File: src/rtl/irq_pkg.sv
package irq_pkg;
    localparam int DW       = 32;
    localparam int LANES    = DW / 8;
    localparam int NSRC     = 7;
    localparam int B_TM0    = 0;
    localparam int B_TM1    = 1;
    localparam int B_UART   = 2;
    localparam int B_EXT    = 3;
    localparam int B_WAKE   = 4;
    localparam int B_PER0   = 16;
    localparam int B_PER1   = 17;
    localparam int LOW_LANE  = B_TM0 / 8;
    localparam int HIGH_LANE = B_PER0 / 8;
    localparam logic [DW-1:0] LOW_GRP  = 32'h0000_001F;
    localparam logic [DW-1:0] HIGH_GRP = 32'h0003_0000;
    localparam logic [DW-1:0] IMPL     = LOW_GRP | HIGH_GRP;
    localparam logic [DW-1:0] MASKABLE = LOW_GRP;

    typedef struct packed {
        logic [DW-1:0] stat;
        logic [DW-1:0] mask;
    } regs_t;
endpackage

File: src/rtl/irq_edge_det.sv
module irq_edge_det #(
    parameter int N = 7
) (
    input  logic         clk,
    input  logic         rst_n,
    input  logic [N-1:0] lvl,
    output logic [N-1:0] rise
);
    logic [N-1:0] prev_d, prev_q;

    always_comb begin
        prev_d = lvl;
        rise   = lvl & ~prev_q;
    end

    always_ff @(posedge clk) begin
        if (!rst_n) prev_q <= '0;
        else        prev_q <= prev_d;
    end
endmodule

File: src/rtl/irq_stat_regs.sv
module irq_stat_regs
    import irq_pkg::*;
(
    input  logic             clk,
    input  logic             rst_n,
    input  logic [DW-1:0]    set_vec,
    input  logic             rd_stat,
    input  logic             wr_mask,
    input  logic [LANES-1:0] be,
    input  logic [DW-1:0]    wdata,
    output logic [DW-1:0]    stat_q,
    output logic [DW-1:0]    mask_q
);
    regs_t r_d, r_q;
    logic [DW-1:0] lane_bits;
    logic [DW-1:0] clr_vec;

    for (genvar i = 0; i < LANES; i++) begin : g_lane
        assign lane_bits[8*i +: 8] = {8{be[i]}};
    end

    always_comb begin
        clr_vec = '0;
        if (rd_stat && be[LOW_LANE])  clr_vec = clr_vec | LOW_GRP;
        if (rd_stat && be[HIGH_LANE]) clr_vec = clr_vec | HIGH_GRP;
        r_d = r_q;
        // set has priority over a clearing read in the same cycle
        r_d.stat = ((r_q.stat & ~clr_vec) | set_vec) & IMPL;
        if (wr_mask)
            r_d.mask = ((r_q.mask & ~lane_bits) | (wdata & lane_bits)) & MASKABLE;
    end

    always_ff @(posedge clk) begin
        if (!rst_n) r_q <= '0;
        else        r_q <= r_d;
    end

    assign stat_q = r_q.stat;
    assign mask_q = r_q.mask;
endmodule

File: src/rtl/irq_status_ctrl.sv
module irq_status_ctrl
    import irq_pkg::*;
#(
    parameter int ADDR_W = 4
) (
    input  logic              clk,
    input  logic              rst_n,
    input  logic              acc_en,
    input  logic              acc_wr,
    input  logic [ADDR_W-1:0] acc_addr,
    input  logic [LANES-1:0]  acc_be,
    input  logic [DW-1:0]     acc_wdata,
    output logic [DW-1:0]     acc_rdata,
    input  logic              tmr0_evt,
    input  logic              tmr1_evt,
    input  logic              uart_rx_full,
    input  logic              uart_tx_empty,
    input  logic              uart_line_st,
    input  logic              uart_modem_st,
    input  logic              ext_evt,
    input  logic              wake_evt,
    input  logic              per0_req,
    input  logic              per1_req,
    output logic              irq_o
);
    localparam logic [ADDR_W-1:0] STAT_OFF = ADDR_W'(0);
    localparam logic [ADDR_W-1:0] MASK_OFF = ADDR_W'(4);

    logic [NSRC-1:0] src_lvl, src_rise;
    logic [DW-1:0]   set_vec, stat_q, mask_q;
    logic            rd_stat, wr_mask, uart_any;
    logic            irq_d, irq_q;

    assign uart_any = uart_rx_full | uart_tx_empty | uart_line_st | uart_modem_st;
    assign src_lvl  = {per1_req, per0_req, wake_evt, ext_evt, uart_any, tmr1_evt, tmr0_evt};

    irq_edge_det #(.N(NSRC)) u_edge (
        .clk  (clk),
        .rst_n(rst_n),
        .lvl  (src_lvl),
        .rise (src_rise)
    );

    always_comb begin
        set_vec         = '0;
        set_vec[B_TM0]  = src_rise[0];
        set_vec[B_TM1]  = src_rise[1];
        set_vec[B_UART] = src_rise[2];
        set_vec[B_EXT]  = src_rise[3];
        set_vec[B_WAKE] = src_rise[4];
        set_vec[B_PER0] = src_rise[5];
        set_vec[B_PER1] = src_rise[6];
    end

    assign rd_stat = acc_en && !acc_wr && (acc_addr == STAT_OFF);
    assign wr_mask = acc_en &&  acc_wr && (acc_addr == MASK_OFF);

    irq_stat_regs u_regs (
        .clk    (clk),
        .rst_n  (rst_n),
        .set_vec(set_vec),
        .rd_stat(rd_stat),
        .wr_mask(wr_mask),
        .be     (acc_be),
        .wdata  (acc_wdata),
        .stat_q (stat_q),
        .mask_q (mask_q)
    );

    always_comb begin
        irq_d = (|(stat_q & mask_q & MASKABLE)) | stat_q[B_PER0] | stat_q[B_PER1]
              | per0_req | per1_req;
        acc_rdata = '0;
        if (acc_addr == STAT_OFF)      acc_rdata = stat_q;
        else if (acc_addr == MASK_OFF) acc_rdata = mask_q;
    end

    always_ff @(posedge clk) begin
        if (!rst_n) irq_q <= 1'b0;
        else        irq_q <= irq_d;
    end

    assign irq_o = irq_q;
endmodule

File: config.mk
export PLATFORM = sky130hd
export DESIGN_NAME = irq_status_ctrl
export DESIGN_NICKNAME = d
export VERILOG_FILES = /design/src/rtl/irq_pkg.sv /design/src/rtl/irq_edge_det.sv /design/src/rtl/irq_stat_regs.sv /design/src/rtl/irq_status_ctrl.sv
export SDC_FILE = /design/constraint.sdc
export NUM_CORES = 1
export LEC_CHECK = 0
export ABC_AREA = 1
export BUFFER_PORTS_ARGS = -buffer_cell sky130_fd_sc_hd__buf_4
export CAP_MARGIN = 20
export CORE_MARGIN = 1
export CORE_UTILIZATION = 36
export DETAILED_ROUTE_END_ITERATION = 8
export PLACE_DENSITY = 0.79
export SLEW_MARGIN = 30
export SYNTH_ARGS = -nofsm -noshare
export SYNTH_HDL_FRONTEND = slang
export SYNTH_SLANG_ARGS = --single-unit
export TNS_END_PERCENT = 30
File: constraint.sdc
create_clock -name clk -period 0.8 [get_ports clk]
set_input_delay 0.12 -clock clk [delete_from_list [all_inputs] [get_ports clk]]
set_output_delay 0.12 -clock clk [all_outputs]
set_load 0.02 [all_outputs]
---- Word level (Yosys, flattened, before mapping) ----
Index checks and enable logic that the tools add are counted.
storage, ports and cells
  flip-flop bits (word level) ............. 20
  latch bits .............................. 0
  bits in writable memories ............... 0
  memory bits (read-only) ................. 0
  output and inout bits ................... 33
  logic and storage cells ................. 35
  memories kept ........................... 0
operators by class
  add/sub/neg operators ................... 0
  $mul .................................... 0
  divide/modulo/power cells ............... 0
  magnitude comparators ................... 0
  equality and inequality tests ........... 1
  shifts and indexed selects .............. 0
  mux-type cells .......................... 4
  bitwise operators ....................... 17
  reduce and logical (&&, ||, !) cells .... 9
operator list
  operator            count
  $mux 18             2
  $and 18x18->18      1
  $not 18->18         1
  $or 18x18->18       1
  $and 5x5->5         3
  $mux 5              2
  $and 7x7->7         1
  $not 7->7           1
  $or 1x1->1          7
  $logic_and 1x1->1   6
  $not 5->5           1
  $or 5x5->5          1
  $reduce_or 5->1     1
  $eq 4x3->1 const B  1
  $logic_not 4->1     1
  $logic_not 1->1     1

---- Logic depth before layout (Yosys ltp) ----
  word-level depth ........................ 9
  gate-level depth with buffers ........... 6

---- Hierarchy ----
A second synthesis with hierarchy kept.
second synthesis, totals
  cell total of the unflattened synthesis .. 282
  area, all modules ....................... 1840.5 µm²
modules (own cells, without submodules)
  module           instances  cells an instance  area each (µm²)  sequential area each (µm²)
  irq_stat_regs    1          115                833.3            240.2
  irq_status_ctrl  1          132                762.0            20.0
  irq_edge_det     1          35                 245.2            140.1

---- Least setup slack after synthesis ----
Ideal clock, no wire load.
  path type ............................... input-to-output
  start ................................... input acc_addr[1]
  end ..................................... output acc_rdata[16]
  data arrival time ....................... 0.674 ns
  data required time ...................... 0.680 ns
  setup slack ............................. 0.006 ns
  stages .................................. 3
  buffers on the path ..................... 0
  path through ............................ nor2_4 nand2_1 nor2_1
between the ends
  cells in the longest elaborated chain, start to end .. 2
RTL lines
  element          RTL line               source
  start, declared  irq_status_ctrl.sv:10  input logic [ADDR_W-1:0] acc_addr,
  $logic_not 4->1  irq_status_ctrl.sv:74  if (acc_addr == STAT_OFF) acc_rdata = stat_q;
  $mux 18          irq_status_ctrl.sv:74
  end, declared    irq_status_ctrl.sv:13  output logic [DW-1:0] acc_rdata,
No other way between the ends.

==> flow_summary.ini <==
[floorplanning]
die_h_um = 58.82
die_width_um = 58.82
rows = 20
dieArea_um2 = 3460
start_util = 0.3807
core_area_um2 = 3053
pin_count = 87

[global_routing]
top_usage_layer = met2
grt_max_degree = 20
track_usage = 0.1393
grt-ovfl-total = 0
grt_util_met3 = 0.02857
grt_pass1_wl_um = 3684
use_met2 = 0.2386
grt_pass1_vias = 919
grt_util_met1 = 0.1595
grt_antenna_before_repair = 0

[clocking]
h-tree-depth = 1
numCtsBuffers = 3
clock_latency_ps = 300
clock-sinks = 20
clkTransAtPathRegs_ps = 110
clock-root-buffer = clkbuf_4
tritoncts = yes
ctsLongestPathBuffers = 2

[critical_path]
cp-start-kind = flop
r2r_start = u_regs.stat_q[16]
crit_cells = 3
worstRegToRegCells = 5
critPathTopFamily = flip-flops
endpoint_kind = output port
crit_type = flop to output port
critPathMaxStageDelay_ps = 360
worstPathMaxFanout = 3
crit_required_ps = 680
crit_chain = nand2_1, nand2_2, buf_6
endpoint = acc_rdata[4]
cp_num_buf_inv = 1
cp_data_arrival_time_ps = 970
reg2reg_to = irq_o
r2r_setup_slack_ps = -100
slowest_stage = dfxtp_2

[routing]
wl_per_cell_um = 8.715
avgViaCountPerCell = 4.000
num_vias = 1052
antenna_left = 0
drcViolationCount = 0
drt_iter0_markers = 27
drt_wl_total_um = 2292
first_pass_iters = 4

[sta]
setup_tns_ps = -1889
setup_viol = 9
fmax_mhz = 916.8
finalCritPeriodShare = 1.363
layout_setup_ws_ps = -290.7
rsz0062_at_grt = yes
hold_ws_ps = 14.41
skew_ps = 6.241
min_period_ps = 1091
hold_viol_final = 0
maxSlewViolCount = 0

[power]
clkPwrFrac = 0.338
power_density_nw_per_um2 = 1528
comb_power_share = 0.203
power.internal_uw = 1772
p_seq_frac = 0.459
switchingPower_uw = 618.2
p_leak_uw = 0.0008796
swShare = 0.2586
ir_drop_uv = 812.6

[hold_path]
hold_class = input pin to flop

[synth]
yosysSeqAreaShare = 0.3445
synthCells = 175
ys_types = 17
synth_area_um2 = 1162
ys_warn_count = 0
synth-seq-cells = 20
post_synth.cell_area_avg_um2 = 6.642

[layout]
fill_cells = 315
diodes = 0
drive_above_1_share = 0.3607
multi_input_area_um2 = 584.3
ff_latch_area_um2 = 416.7
finalNetCount = 274
syn_to_final_growth_pct = 34.55

[placement]
place_ws_ps = -179.7
portBuffers = 32
place.gp.congestion = 0.7966
hpwl_um = 1608

[job]
maxCapViolations = 0

[run_status]
status = finished with violations
violations = setup timing
cell usage after synthesis:
| cell type | count | area share |
|---|---|---|
| inv_2 | 2 | 0.0065 |
| buf_4 | 26 | 0.17 |
| buf_2 | 1 | 0.0043 |
| nand4_2 | 1 | 0.011 |
| inv_1 | 23 | 0.074 |
| nand4_1 | 1 | 0.0054 |
| or2_0 | 6 | 0.032 |
| nand3_1 | 11 | 0.047 |
| nor2_2 | 1 | 0.0054 |
| nand2_1 | 52 | 0.17 |
| nor2_4 | 4 | 0.039 |
| dfxtp_1 | 20 | 0.34 |
| nor2_1 | 18 | 0.058 |
| a21oi_1 | 3 | 0.013 |
| conb_1 | 1 | 0.0032 |
| nand2_2 | 2 | 0.011 |
| clkinv_1 | 3 | 0.0097 |
layer usage:
layer / vias to the layer above / share of wire
li1: 554 / -
met1: 451 / 0.42
met2: 41 / 0.49
met3: 6 / 0.057
met4: 0 / 0.026
met5: - / 0
cell families after synthesis:
family / Yosys count / synth area share
DFF: 20 / 0.3445
and+or+nand+nor: 96 / 0.3767
AOI/OAI and AO/OA: 3 / 0.01291
buffers and inverters: 55 / 0.2626
other: 1 / 0.003226
stage by stage:
| step | util | area (µm²) | power (µW) | cells |
|---|---|---|---|---|
| floorplan | - | 1252 | 1460 | 199 |
| global placement | 0.4488 | 1370 | 1513 | 251 |
| detailed placement | 0.4488 | 1370 | 1521 | 251 |
| CTS | 0.5107 | 1559 | 2410 | 263 |
| global route | 0.5123 | 1564 | 2527 | 263 |
| finish | 0.5123 | 1564 | 2390 | 263 |
cells in the final DEF, fill, tap and decap left out:
cell	count
nor2_4	4
bufinv_16	1
a21oi_1	3
buf_4	35
clkinv_1	2
nand2_1	47
nand4_2	1
or2_0	6
nor2_1	18
inv_2	3
nand3_1	6
clkbuf_4	3
conb_1	25
dfxtp_1	7
nand4_1	1
dlygate4sd3_1	2
buf_6	6
dfxtp_2	13
inv_1	23
nor2_2	1
nand2_2	7
nand3_2	5
layout make-up:
class,instances,share of cell area
multi-input combinational,124,0.3736
inverter,28,0.06720
tap,44,0.03520
timing repair buffer,43,0.2240
sequential,20,0.2664
clock buffer,3,0.01440
clock inverter,1,0.01920
worst min path at each step:
stage / start / end / slack, ps / cells past startpoint
detailed placement: tmr1_evt / u_edge.prev_q[1] / 320 / 3
finish: ext_evt / u_edge.prev_q[3] / 10 / 3
global placement: tmr1_evt / u_edge.prev_q[1] / 320 / 3
global route: tmr0_evt / u_edge.prev_q[0] / 20 / 3
floorplan: tmr0_evt / u_edge.prev_q[0] / 220 / 2
CTS: ext_evt / u_edge.prev_q[3] / 4 / 3
what timing repair did:
action / 4_1_cts / 5_1_grt
endpoints found under the hold margin: 2 / 0
endpoints found under the setup margin: 8 / 13
pin swaps: 7 / 1
setup buffers: 6 / 0
resized for setup: 27 / 3
hold buffers: 2 / 0
power groups by stage:
stage | registers [µW] | logic, µW | clock network [µW]
after floorplan | 1110 | 353 | 0
after global placement | 1110 | 405 | 0
after detailed placement | 1110 | 411 | 0
after CTS | 1090 | 480 | 835
after global routing | 1100 | 538 | 885
final | 1100 | 485 | 809
tightest hold or removal path: stages:
cell	delay, ps
buf_4	80
nand2_1	50
inv_1	40
No activity file was read; power rests on OpenSTA's default activity.
